**config.mk**
```make
export PLATFORM = sky130hd
export DESIGN_NAME = tri_reload_timer
export DESIGN_NICKNAME = d
export VERILOG_FILES = /design/src/rtl/tmr_pkg.sv /design/src/rtl/tmr_prescaler.sv /design/src/rtl/tmr_channel.sv /design/src/rtl/tri_reload_timer.sv
export SDC_FILE = /design/constraint.sdc
export NUM_CORES = 1
export LEC_CHECK = 0
export BUFFER_PORTS_ARGS = -buffer_cell sky130_fd_sc_hd__buf_2
export CAP_MARGIN = 40
export CORE_MARGIN = 2
export CORE_UTILIZATION = 41
export CTS_BUF_LIST = sky130_fd_sc_hd__clkbuf_8 sky130_fd_sc_hd__clkbuf_16
export CTS_CLUSTER_DIAMETER = 100
export DETAILED_ROUTE_END_ITERATION = 10
export PLACE_DENSITY = 0.57
export SYNTH_ARGS = -nofsm -noshare
export SYNTH_HDL_FRONTEND = slang
export SYNTH_SLANG_ARGS = --single-unit
```
**constraint.sdc**
```tcl
create_clock -name clk -period 8.7 [get_ports clk]
set_input_delay 0.435 -clock clk [delete_from_list [all_inputs] [get_ports clk]]
set_output_delay 0.435 -clock clk [all_outputs]
set_load 0.005 [all_outputs]
```
**src/rtl/tmr_pkg.sv**
```systemverilog
package tmr_pkg;
    parameter int DW        = 32;
    parameter int CTL_W     = 8;
    parameter int PSEL_W    = 3;
    parameter int UNIE_BIT  = 5;
    parameter int UNF_BIT   = 8;

    parameter int OFF_OCR   = 0;
    parameter int OFF_START = 4;
    parameter int CH_BASE   = 8;
    parameter int CH_STRIDE = 12;
    parameter int OFF_RLD   = 0;
    parameter int OFF_CNT   = 4;
    parameter int OFF_CTL   = 8;
    parameter int OFF_CAP   = 12;

    typedef struct packed {
        logic [DW-1:0]    rld;
        logic [DW-1:0]    cnt;
        logic [CTL_W-1:0] ctl;
        logic             unf;
    } ch_st_t;
endpackage

```
**src/rtl/tmr_prescaler.sv**
```systemverilog
module tmr_prescaler #(
    parameter int NUM_PSC = 5
) (
    input  logic               clk,
    input  logic               rst_n,
    output logic [NUM_PSC-1:0] tick_o
);
    localparam int PW = 2 * NUM_PSC;

    logic [PW-1:0] psc_d, psc_q;

    always_comb begin
        psc_d = psc_q + PW'(1);
    end

    always_ff @(posedge clk or negedge rst_n) begin
        if (!rst_n) psc_q <= '0;
        else        psc_q <= psc_d;
    end

    for (genvar k = 0; k < NUM_PSC; k++) begin : g_tick
        assign tick_o[k] = &psc_q[2*k+1:0];
    end

    // each slower step coincides with every faster one
    for (genvar k = 1; k < NUM_PSC; k++) begin : g_chk
        a_r2_tick_nested: assert property (@(posedge clk) disable iff (!rst_n)
            tick_o[k] |-> tick_o[k-1]);
    end

    // the fastest step is never two cycles in a row
    a_r2_tick_spacing: assert property (@(posedge clk) disable iff (!rst_n)
        tick_o[0] |=> !tick_o[0]);
endmodule

```
**src/rtl/tmr_channel.sv**
```systemverilog
module tmr_channel
    import tmr_pkg::*;
#(
    parameter int NUM_PSC = 5
) (
    input  logic               clk,
    input  logic               rst_n,
    input  logic               rld_we,
    input  logic               cnt_we,
    input  logic               ctl_we,
    input  logic [DW-1:0]      wdata,
    input  logic               run_i,
    input  logic [NUM_PSC-1:0] tick_i,
    output logic [DW-1:0]      rld_o,
    output logic [DW-1:0]      cnt_o,
    output logic [DW-1:0]      ctl_o,
    output logic               irq_o
);
    localparam int RD_PAD = DW - CTL_W - 1;

    ch_st_t s_d, s_q;
    logic   tick_sel;
    logic   step;

    always_comb begin
        tick_sel = 1'b0;
        for (int k = 0; k < NUM_PSC; k++) begin
            if (s_q.ctl[PSEL_W-1:0] == PSEL_W'(k)) tick_sel = tick_i[k];
        end
        step = run_i && tick_sel && !ctl_we;

        s_d = s_q;
        if (rld_we) s_d.rld = wdata;
        if (ctl_we) begin
            s_d.ctl = wdata[CTL_W-1:0];
            if (!wdata[UNF_BIT]) s_d.unf = 1'b0;
        end
        if (cnt_we) begin
            s_d.cnt = wdata;
        end else if (step) begin
            if (s_q.cnt == '0) begin
                s_d.cnt = s_q.rld;
                s_d.unf = 1'b1;
            end else begin
                s_d.cnt = s_q.cnt - DW'(1);
            end
        end
    end

    always_ff @(posedge clk or negedge rst_n) begin
        if (!rst_n) begin
            s_q.rld <= '1;
            s_q.cnt <= '1;
            s_q.ctl <= '0;
            s_q.unf <= 1'b0;
        end else begin
            s_q <= s_d;
        end
    end

    assign rld_o = s_q.rld;
    assign cnt_o = s_q.cnt;
    assign ctl_o = {{RD_PAD{1'b0}}, s_q.unf, s_q.ctl};
    assign irq_o = s_q.unf && s_q.ctl[UNIE_BIT];

    // passing zero reloads and flags
    a_r3_reload: assert property (@(posedge clk) disable iff (!rst_n)
        (step && !cnt_we && s_q.cnt == '0) |=> (s_q.cnt == $past(s_q.rld)) && s_q.unf);

    // the flag only drops through a control write carrying 0 in bit 8
    a_r5_flag_clear: assert property (@(posedge clk) disable iff (!rst_n)
        $fell(s_q.unf) |-> $past(ctl_we && !wdata[UNF_BIT]));

    // a stopped channel holds its count
    a_r6_hold: assert property (@(posedge clk) disable iff (!rst_n)
        (!run_i && !cnt_we) |=> $stable(s_q.cnt));

    // a count write lands at the next edge
    a_r8_cnt_load: assert property (@(posedge clk) disable iff (!rst_n)
        cnt_we |=> (s_q.cnt == $past(wdata)));

    // no step in the cycle of a control write
    a_r7_pause: assert property (@(posedge clk) disable iff (!rst_n)
        (ctl_we && !cnt_we) |=> $stable(s_q.cnt));
endmodule

```
**src/rtl/tri_reload_timer.sv**
```systemverilog
module tri_reload_timer
    import tmr_pkg::*;
#(
    parameter int NUM_CH  = 3,
    parameter int NUM_PSC = 5,
    parameter int ADDR_W  = 6
) (
    input  logic              clk,
    input  logic              rst_n,
    input  logic              wr_en,
    input  logic [ADDR_W-1:0] addr,
    input  logic [DW-1:0]     wdata,
    output logic [DW-1:0]     rdata,
    output logic [NUM_CH-1:0] irq
);
    localparam logic HAS_CAP = (NUM_CH > 2);
    localparam logic [ADDR_W-1:0] A_OCR   = ADDR_W'(OFF_OCR);
    localparam logic [ADDR_W-1:0] A_START = ADDR_W'(OFF_START);
    localparam logic [ADDR_W-1:0] A_CAP   = ADDR_W'(CH_BASE + 2 * CH_STRIDE + OFF_CAP);

    function automatic logic [ADDR_W-1:0] reg_addr(input int ch, input int off);
        return ADDR_W'(CH_BASE + ch * CH_STRIDE + off);
    endfunction

    typedef struct packed {
        logic              ocr;
        logic [NUM_CH-1:0] run;
        logic [DW-1:0]     cap;
    } top_st_t;

    top_st_t            s_d, s_q;
    logic [NUM_PSC-1:0] tick;
    logic [NUM_CH-1:0]  rld_we, cnt_we, ctl_we;
    logic [DW-1:0]      rld_rd [NUM_CH];
    logic [DW-1:0]      cnt_rd [NUM_CH];
    logic [DW-1:0]      ctl_rd [NUM_CH];

    tmr_prescaler #(.NUM_PSC(NUM_PSC)) u_psc (
        .clk    (clk),
        .rst_n  (rst_n),
        .tick_o (tick)
    );

    for (genvar ch = 0; ch < NUM_CH; ch++) begin : g_ch
        assign rld_we[ch] = wr_en && (addr == reg_addr(ch, OFF_RLD));
        assign cnt_we[ch] = wr_en && (addr == reg_addr(ch, OFF_CNT));
        assign ctl_we[ch] = wr_en && (addr == reg_addr(ch, OFF_CTL));

        tmr_channel #(.NUM_PSC(NUM_PSC)) u_ch (
            .clk    (clk),
            .rst_n  (rst_n),
            .rld_we (rld_we[ch]),
            .cnt_we (cnt_we[ch]),
            .ctl_we (ctl_we[ch]),
            .wdata  (wdata),
            .run_i  (s_q.run[ch]),
            .tick_i (tick),
            .rld_o  (rld_rd[ch]),
            .cnt_o  (cnt_rd[ch]),
            .ctl_o  (ctl_rd[ch]),
            .irq_o  (irq[ch])
        );

        // an interrupt is never raised without the flag and enable seen on readback
        a_r4_irq_flag: assert property (@(posedge clk) disable iff (!rst_n)
            irq[ch] |-> (ctl_rd[ch][UNF_BIT] && ctl_rd[ch][UNIE_BIT]));
    end

    always_comb begin
        s_d = s_q;
        if (wr_en) begin
            if (addr == A_OCR)               s_d.ocr = wdata[0];
            if (addr == A_START)             s_d.run = wdata[NUM_CH-1:0];
            if (HAS_CAP && (addr == A_CAP))  s_d.cap = wdata;
        end
    end

    always_ff @(posedge clk or negedge rst_n) begin
        if (!rst_n) s_q <= '0;
        else        s_q <= s_d;
    end

    always_comb begin
        rdata = '0;
        if (addr == A_OCR)              rdata[0] = s_q.ocr;
        if (addr == A_START)            rdata[NUM_CH-1:0] = s_q.run;
        if (HAS_CAP && (addr == A_CAP)) rdata = s_q.cap;
        for (int ch = 0; ch < NUM_CH; ch++) begin
            if (addr == reg_addr(ch, OFF_RLD)) rdata = rld_rd[ch];
            if (addr == reg_addr(ch, OFF_CNT)) rdata = cnt_rd[ch];
            if (addr == reg_addr(ch, OFF_CTL)) rdata = ctl_rd[ch];
        end
    end

    // the output-control register exposes a single bit
    a_r9_ocr_width: assert property (@(posedge clk) disable iff (!rst_n)
        (addr == A_OCR) |-> (rdata[DW-1:1] == '0));
endmodule

```
==> metrics.txt, run 1 <==
Boundary Pins 76; post-CTS setup buffer count 0; cts-stage hold buffer count 0; fraction of layout instances using a drive strength above 1 0.315; TritonCTS clock tree yes; vias per std cell between 6 and 7; Post-synth top flop dfstp_2; fin nets 1709; worst hold path type input pin to async pin; internal power summed over all cells between 2 and 3 mW; Sequential Power Share 0.451; EDFF count, synth 0; worst setup path category input pin to output port; outcome finished, violations left; leading post-synthesis cells by instance count dfstp_2 (192), nor2_1 (156), mux2_2 (151), nand2_1 (149), a21oi_1 (119); kind of start point of the critical path input pin; initial detailed-routing violation count 1183; relative max-transition margin 0.341; fraction of registers with async set or reset after synthesis 1.00; most frequent cell after synthesis dfstp_2; crit path DAT about 2900 ps; final hold violation count 6; warnings from Yosys 0; unrepaired setup endpoints after global routing false; total nets after synthesis 1694; DP Wirelength ~36000 um; number of standard cells after synthesis 1646; kind of end point of the critical path output port; worst setup skew after layout 14.3 ps; total net switching power approximately 1.5 mW; pin slew with the least headroom to its limit a little under 1000 ps; Synth area leader dfstp_2; Post-Synthesis Mean Instance Area approximately 9.5 sq um; remaining number of nets flagged by the antenna check after routing 0; initial core utilization 0.416; Cell variety after synth 74; CTS H-Tree Depth 1; post-detailed-route wirelength per cell 23.6 um; Synth top area share 0.323; clock net sink count 265; placer congestion estimate 0.917; setup violation total in the final timing report 0; power density of the placed cells about 250 nW/um^2; leading cell types by total area after synthesis dfstp_2 (32%), dfrtp_1 (12%), mux2_2 (11%), a21oi_1 (3.8%), nor2_1 (3.7%); clock root buffer clkbuf_16; synthesis-stage register bit count roughly 270; Synth-to-Final Area Change 12.3%; placed insts 2139; final routed wirelength across all metal layers approximately 52000 um; max-capacitance violation count 0; via count of the first global-routing pass 13200; number of iterations in the first detailed-routing pass 5; clock share of power 0.312; placeable core region 37600 sq um; clock insertion delay at the later pin of the skew report a little under 600 ps; required time reported for the critical path endpoint ~8300 ps; minimum clock period after layout 3290 ps; overall die height between 150 and 200 um; switching part of the total 0.334; worst-path fanout max 18; max frequency ~0.30 GHz; maximum number of pins on one net before global-route repair about 130; post-cts sizing count 0; Die Area 39700 sq um; summed negative setup slack over all endpoints 0 ps; initial antenna violation count 1; Static Leak roughly 7.3 nW; Clk pin slew, worst setup/hold paths about 60 ps; maximum vdd drop 0.162 mV; site row count a little over 70; final worst-path cycle share 0.379; cell area after synthesis between 15000 and 20000 sq um; final cell count without fillers 2197; total clock buffers created by CTS 31; number of remaining DRC errors 0; global-route usage over all layers 0.264; first-pass GRT wire length between 80000 and 90000 um; violated checks hold timing; remaining global-route overflow 0; Die Width ~200 um; max-slew violation total from the final report 0; Vias ~13000; sequential element share of the synthesized area 0.440; buffer levels on the longest clock path 3; IO buf count 75; proportion of power drawn by combinational gates 0.237; final-layout worst hold slack -25.5 ps
[worst max-delay path, stage by stage]
cell and delay [ps]:
buf_2 330, nor2b_1 720, a21oi_1 190, a2bb2oi_1 160, o21ai_0 320, a221oi_1 140, o41ai_1 360, buf_2 190
[registers in the layout (all words and copies together) (netlist names)]
signal / count
g_ch.u_ch.cnt_o: 96
g_ch.u_ch.ctl_o: 27
u_psc.psc_q: 10
s_q: 36
g_ch.u_ch.rld_o: 96
[cell usage in the layout (no fill, tap or decap), types with 5 or more instances in the layout]
master / synthesis / routed
dfrtp_1: 73 / 73
xor2_1: 32 / 32
nand3_1: 59 / 59
mux2_2: 151 / 151
a211o_1: 11 / 11
nor3_1: 33 / 33
a22oi_1: 66 / 66
a21oi_1: 119 / 119
inv_1: 18 / 26
xnor2_1: 27 / 27
or4_1: 11 / 11
and2_1: 14 / 15
o22ai_1: 23 / 23
or2_2: 8 / 8
o21ai_0: 70 / 70
buf_2: 12 / 74
a31oi_1: 16 / 16
or4b_1: 5 / 5
nand4_1: 15 / 15
and3_1: 16 / 16
a222oi_1: 24 / 24
clkbuf_8: 0 / 10
buf_4: 3 / 35
o31ai_1: 10 / 10
nand2_1: 149 / 149
a211oi_1: 6 / 6
a2bb2oi_1: 6 / 6
o31a_1: 5 / 5
nor4_1: 28 / 27
o41ai_1: 5 / 5
clkbuf_16: 0 / 31
a22o_1: 5 / 5
o211ai_1: 43 / 43
nor2_1: 156 / 155
mux2i_1: 26 / 26
ha_1: 7 / 7
dfstp_2: 192 / 192
or3_1: 15 / 15
[power groups by stage]
stage / Sequential [mW] / Combinational [mW] / Clock (mW)
floorplan: 1.82 / 0.788 / 0
global placement: 1.96 / 0.993 / 0
detailed placement: 1.97 / 1.01 / 0
CTS: 1.95 / 1.02 / 1.38
global route: 2.00 / 1.15 / 1.43
finish: 1.96 / 1.03 / 1.36
[final timing paths]
| path | start | end | slack, ps | cells after the start |
|---|---|---|---|---|
| max in group asynchronous | rst_n | s_q[24] | 7340 | 2 |
| min reg2reg | g_ch[1].u_ch.ctl_o[4] | g_ch[1].u_ch.ctl_o[4] | 490 | 2 |
| min in group clk | wdata[30] | g_ch[1].u_ch.cnt_o[30] | 170 | 3 |
| max reg2reg | g_ch[1].u_ch.cnt_o[0] | g_ch[1].u_ch.cnt_o[11] | 5480 | 8 |
| min | rst_n | u_psc.psc_q[1] | -30 | 1 |
| max | addr[2] | rdata[2] | 5410 | 8 |
[stage by stage]
step                      power [mW]  setup slack, ps  instance area, sq um  utilization
after detailed placement        2.98             5480                 16500        0.438
after CTS                       4.35             5470                 17500        0.467
after global placement          2.95             5460                 16400        0.436
final                           4.35             5410                 17500        0.467
after floorplan                 2.60             5950                 15600            -
after global routing            4.58             5260                 17500        0.467
[per-layer routing]
layer  up-vias  track usage  share of wire
li1       6149            -              -
met1      6718        0.386           0.46
met2       510        0.411           0.45
met3        79       0.0363          0.066
met4         0       0.0658          0.021
met5         -            0              0
[final cells by class]
class                      instances  area, sq um
sequential                       265         6870
inverter                          18         67.6
antenna                            1         2.50
multi-input combinational       1231         8160
clock buffer                      41          913
fill                            3580        20000
timing repair buffer             114          733
tap                              511          639
clock inverter                    16          150
[cell families after synthesis]
logic type | share of synthesized area
AOI/OAI and AO/OA | 0.187
xor gates and xnor gates | 0.0331
adders and majority gates | 0.00561
buffers and inverters | 0.0387
DFF | 0.440
muxes | 0.127
and+or+nand+nor | 0.169
No activity file was read; power rests on OpenSTA's default activity.
==> run 2: changes to the inputs <==
--- a/config.mk
+++ b/config.mk
@@ -5,6 +5,7 @@
 export SDC_FILE = /design/constraint.sdc
 export NUM_CORES = 1
 export LEC_CHECK = 0
+export ABC_AREA = 1
 export BUFFER_PORTS_ARGS = -buffer_cell sky130_fd_sc_hd__buf_2
 export CAP_MARGIN = 40
 export CORE_MARGIN = 2
@@ -12,7 +13,7 @@
 export CTS_BUF_LIST = sky130_fd_sc_hd__clkbuf_8 sky130_fd_sc_hd__clkbuf_16
 export CTS_CLUSTER_DIAMETER = 100
 export DETAILED_ROUTE_END_ITERATION = 10
-export PLACE_DENSITY = 0.57
+export PLACE_DENSITY = 0.59
 export SYNTH_ARGS = -nofsm -noshare
 export SYNTH_HDL_FRONTEND = slang
 export SYNTH_SLANG_ARGS = --single-unit
==> constraint.sdc (replaced) <==
create_clock -name clk -period 2.8 [get_ports clk]
set_input_delay 0.14 -clock clk [delete_from_list [all_inputs] [get_ports clk]]
set_output_delay 0.14 -clock clk [all_outputs]
set_load 0.005 [all_outputs]
==> metrics.txt, run 2 <==
leading cell types by total area after synthesis dfstp_2 (30%), nand2_1 (18%), dfrtp_1 (11%), nand3_1 (8.7%), o21ai_0 (6.6%); Static Leak 8.55 nW (+17%); remaining global-route overflow 0 (unchanged); Clk pin slew, worst setup/hold paths 60 ps (about the same); sequential element share of the synthesized area 0.414 (-0.0257); post-detailed-route wirelength per cell 20.8 um (-12%); post-CTS setup buffer count 0 (unchanged); FF+latch area 6870 sq um (unchanged); site row count 73 (+2.8%); DP Wirelength 47000 um (+29%); maximum vdd drop 0.346 mV (+110%); clock root buffer clkbuf_16; worst-path fanout max 17 (-1); initial antenna violation count 1 (unchanged); TritonCTS clock tree yes; vias per std cell 5.53 (-9.7%); max frequency just under 0.4 GHz; final routed wirelength across all metal layers 62900 um (+21%); fin nets 2516 (+47%); max-capacitance violation count 0 (unchanged); via count of the first global-routing pass 15800 (+20%); cell area after synthesis 16600 sq um (+6.2%); placer congestion estimate 0.962 (+4.9%); Post-synth top flop dfstp_2; Post-Place Setup Slack 299 ps (-5180 ps); crit path DAT 2990 ps (+130 ps); max-slew violation total from the final report 0 (unchanged); setup violation total in the final timing report 0 (unchanged); met2 GRT Util 0.452 (+0.0406); Cell variety after synth 42 (-43%); synthesis-stage register bit count 265 (unchanged); global-route usage over all layers 0.304 (+0.0396); fraction of registers with async set or reset after synthesis 1.00 (unchanged); final hold violation count 0 (-6); ordered list of cells on the worst path ha_1, inv_2, nor2_4, nand2_4, nor2_4, nand3_2, o21ai_2, nand3_2, nand2_2, inv_1, nand2_1, nand2_1; most frequent cell after synthesis nand2_1; largest incremental delay on the critical path 470 ps (-250 ps); relative max-transition margin 0.440 (+0.0988); Boundary Pins 76 (unchanged); total nets after synthesis 2435 (+44%); top library cells by usage in the layout, fill and taps aside nand2_1 (782), nand3_1 (287), nor2_1 (241); warnings from Yosys 0 (unchanged); required time reported for the critical path endpoint 3250 ps (-5020 ps); Die Width 205 um (+3.0%); total clock buffers created by CTS 34 (+9.7%); worst hold path type input pin to flip-flop; GR peak layer met1; clock net sink count 265 (unchanged); leading post-synthesis cells by instance count nand2_1 (786), nand3_1 (287), nor2_1 (245), o21ai_0 (220), inv_1 (198); minimum clock period after layout ~2500 ps; maximum number of pins on one net before global-route repair 86 (-33%); kind of end point of the critical path flip-flop; Synth area leader dfstp_2; Post-Synthesis Mean Instance Area 6.95 sq um (-27%); final-layout worst hold slack 19.3 ps (+44.9 ps); Synth top area share 0.304 (-0.0188); pin slew with the least headroom to its limit 840 ps (-149 ps); post-route setup slack 257 ps (-5150 ps); summed negative setup slack over all endpoints 0 ps (unchanged); outcome finished, final reports clean; kind of start point of the critical path flip-flop; most common cell after layout, fill and taps aside nand2_1; number of remaining DRC errors 0 (unchanged); placeable core region 39800 sq um (+6.0%); remaining number of nets flagged by the antenna check after routing 0 (unchanged); IO buf count 75 (unchanged); unrepaired setup endpoints after global routing false; Inserted Diodes 0 (-1); first-pass GRT wire length 96900 um (+20%); GR Util met1 0.454 (+0.0675); number of standard cells after synthesis 2387 (+45%); fraction of layout instances using a drive strength above 1 0.170 (-0.144); initial core utilization 0.417 (+0.000872); buffer levels on the longest clock path 3 (unchanged); Synth-to-Final Area Change 15.2%; clock insertion delay at the later pin of the skew report 530 ps (-50 ps); post-cts sizing count 0 (unchanged); filler instances 4188 (+17%); area of combinational cells with multiple inputs 8480 sq um (+4.0%); Worst path slowest cell nand2_2; power density of the placed cells 904 nW/um^2 (+260%); Vias 16700 (+24%); number of iterations in the first detailed-routing pass 6 (+1); EDFF count, synth 0 (unchanged); initial detailed-routing violation count 1576 (+33%); worst setup skew after layout 19.6 ps (+5.38 ps); met3 Track Usage GR 0.0525 (+0.0162); Die Area 42100 sq um (+6.1%); worst setup path category flip-flop to flip-flop; overall die height 205 um (+3.0%); final worst-path cycle share 0.908; CTS H-Tree Depth 2 (+1)
## run 2: final cells by class
class	instances	share of cell area
sequential	265	0.360
inverter	209	0.0411
timing repair buffer	146	0.0557
clock inverter	15	0.00969
tap	525	0.0344
multi-input combinational	1812	0.444
clock buffer	47	0.0557
## run 2: what timing repair did
action | 4_1_cts | 5_1_grt
endpoints found under the setup margin | 0 | 0
hold endpoints to repair | 142 | 0
hold buffers | 33 | 0
## run 2: per-layer routing
metal | share of wire | vias up | wire [um]
met5 | 0 | - | 0
met4 | 0.024 | 0 | 1500
met3 | 0.077 | 86 | 4820
met2 | 0.43 | 644 | 27100
met1 | 0.47 | 8064 | 29500
li1 | - | 7906 | -
## run 2: worst max-delay path: cells and delay by family (launching register included)
family	cells	cell delay, ps
buf+inv	2	190
fa+ha+maj	1	250
simple gates	8	1420
flops	1	390
compound gates	1	210
## run 2: path summary, 6_finish.rpt
check                               startpoint                      to  slack (ps)  cells past startpoint
min in group asynchronous                rst_n                  s_q[0]         220                      2
worst max-delay path            u_psc.psc_q[0]  g_ch[0].u_ch.cnt_o[11]         260                     12
worst min register to register         s_q[20]                 s_q[20]         490                      2
worst min-delay path                   addr[0]                 s_q[35]          20                      4
worst max register to register  u_psc.psc_q[0]  g_ch[0].u_ch.cnt_o[11]         260                     12
max in group asynchronous                rst_n  g_ch[0].u_ch.rld_o[27]        1670                      3
## run 2: power by group
part           switching, mW  internal, mW  leakage [nW]  total (mW)
clock network           1.84          3.03         0.618        4.87
logic                   3.92          1.99          5.00        5.91
registers               1.18          5.30          2.93        6.49
## run 2: through the flow
stage	cells	cell area [sq um]	power, mW	utilization
finish	3019	19100	17.3	0.480
CTS	3019	19100	17.2	0.480
global route	3019	19100	18.4	0.480
floorplan	2387	16600	10.2	-
global placement	2924	17500	12.2	0.440
detailed placement	2924	17500	12.2	0.440
## run 2: cells by family after synthesis
group	count (synthesis)	share of synthesized area
AND/OR/NAND/NOR	1425	0.366
AO/OA/AOI/OAI	320	0.107
buffers and inverters	310	0.0762
flip-flops	265	0.414
XOR/XNOR	60	0.0317
adder cells (fa/ha/maj)	7	0.00528
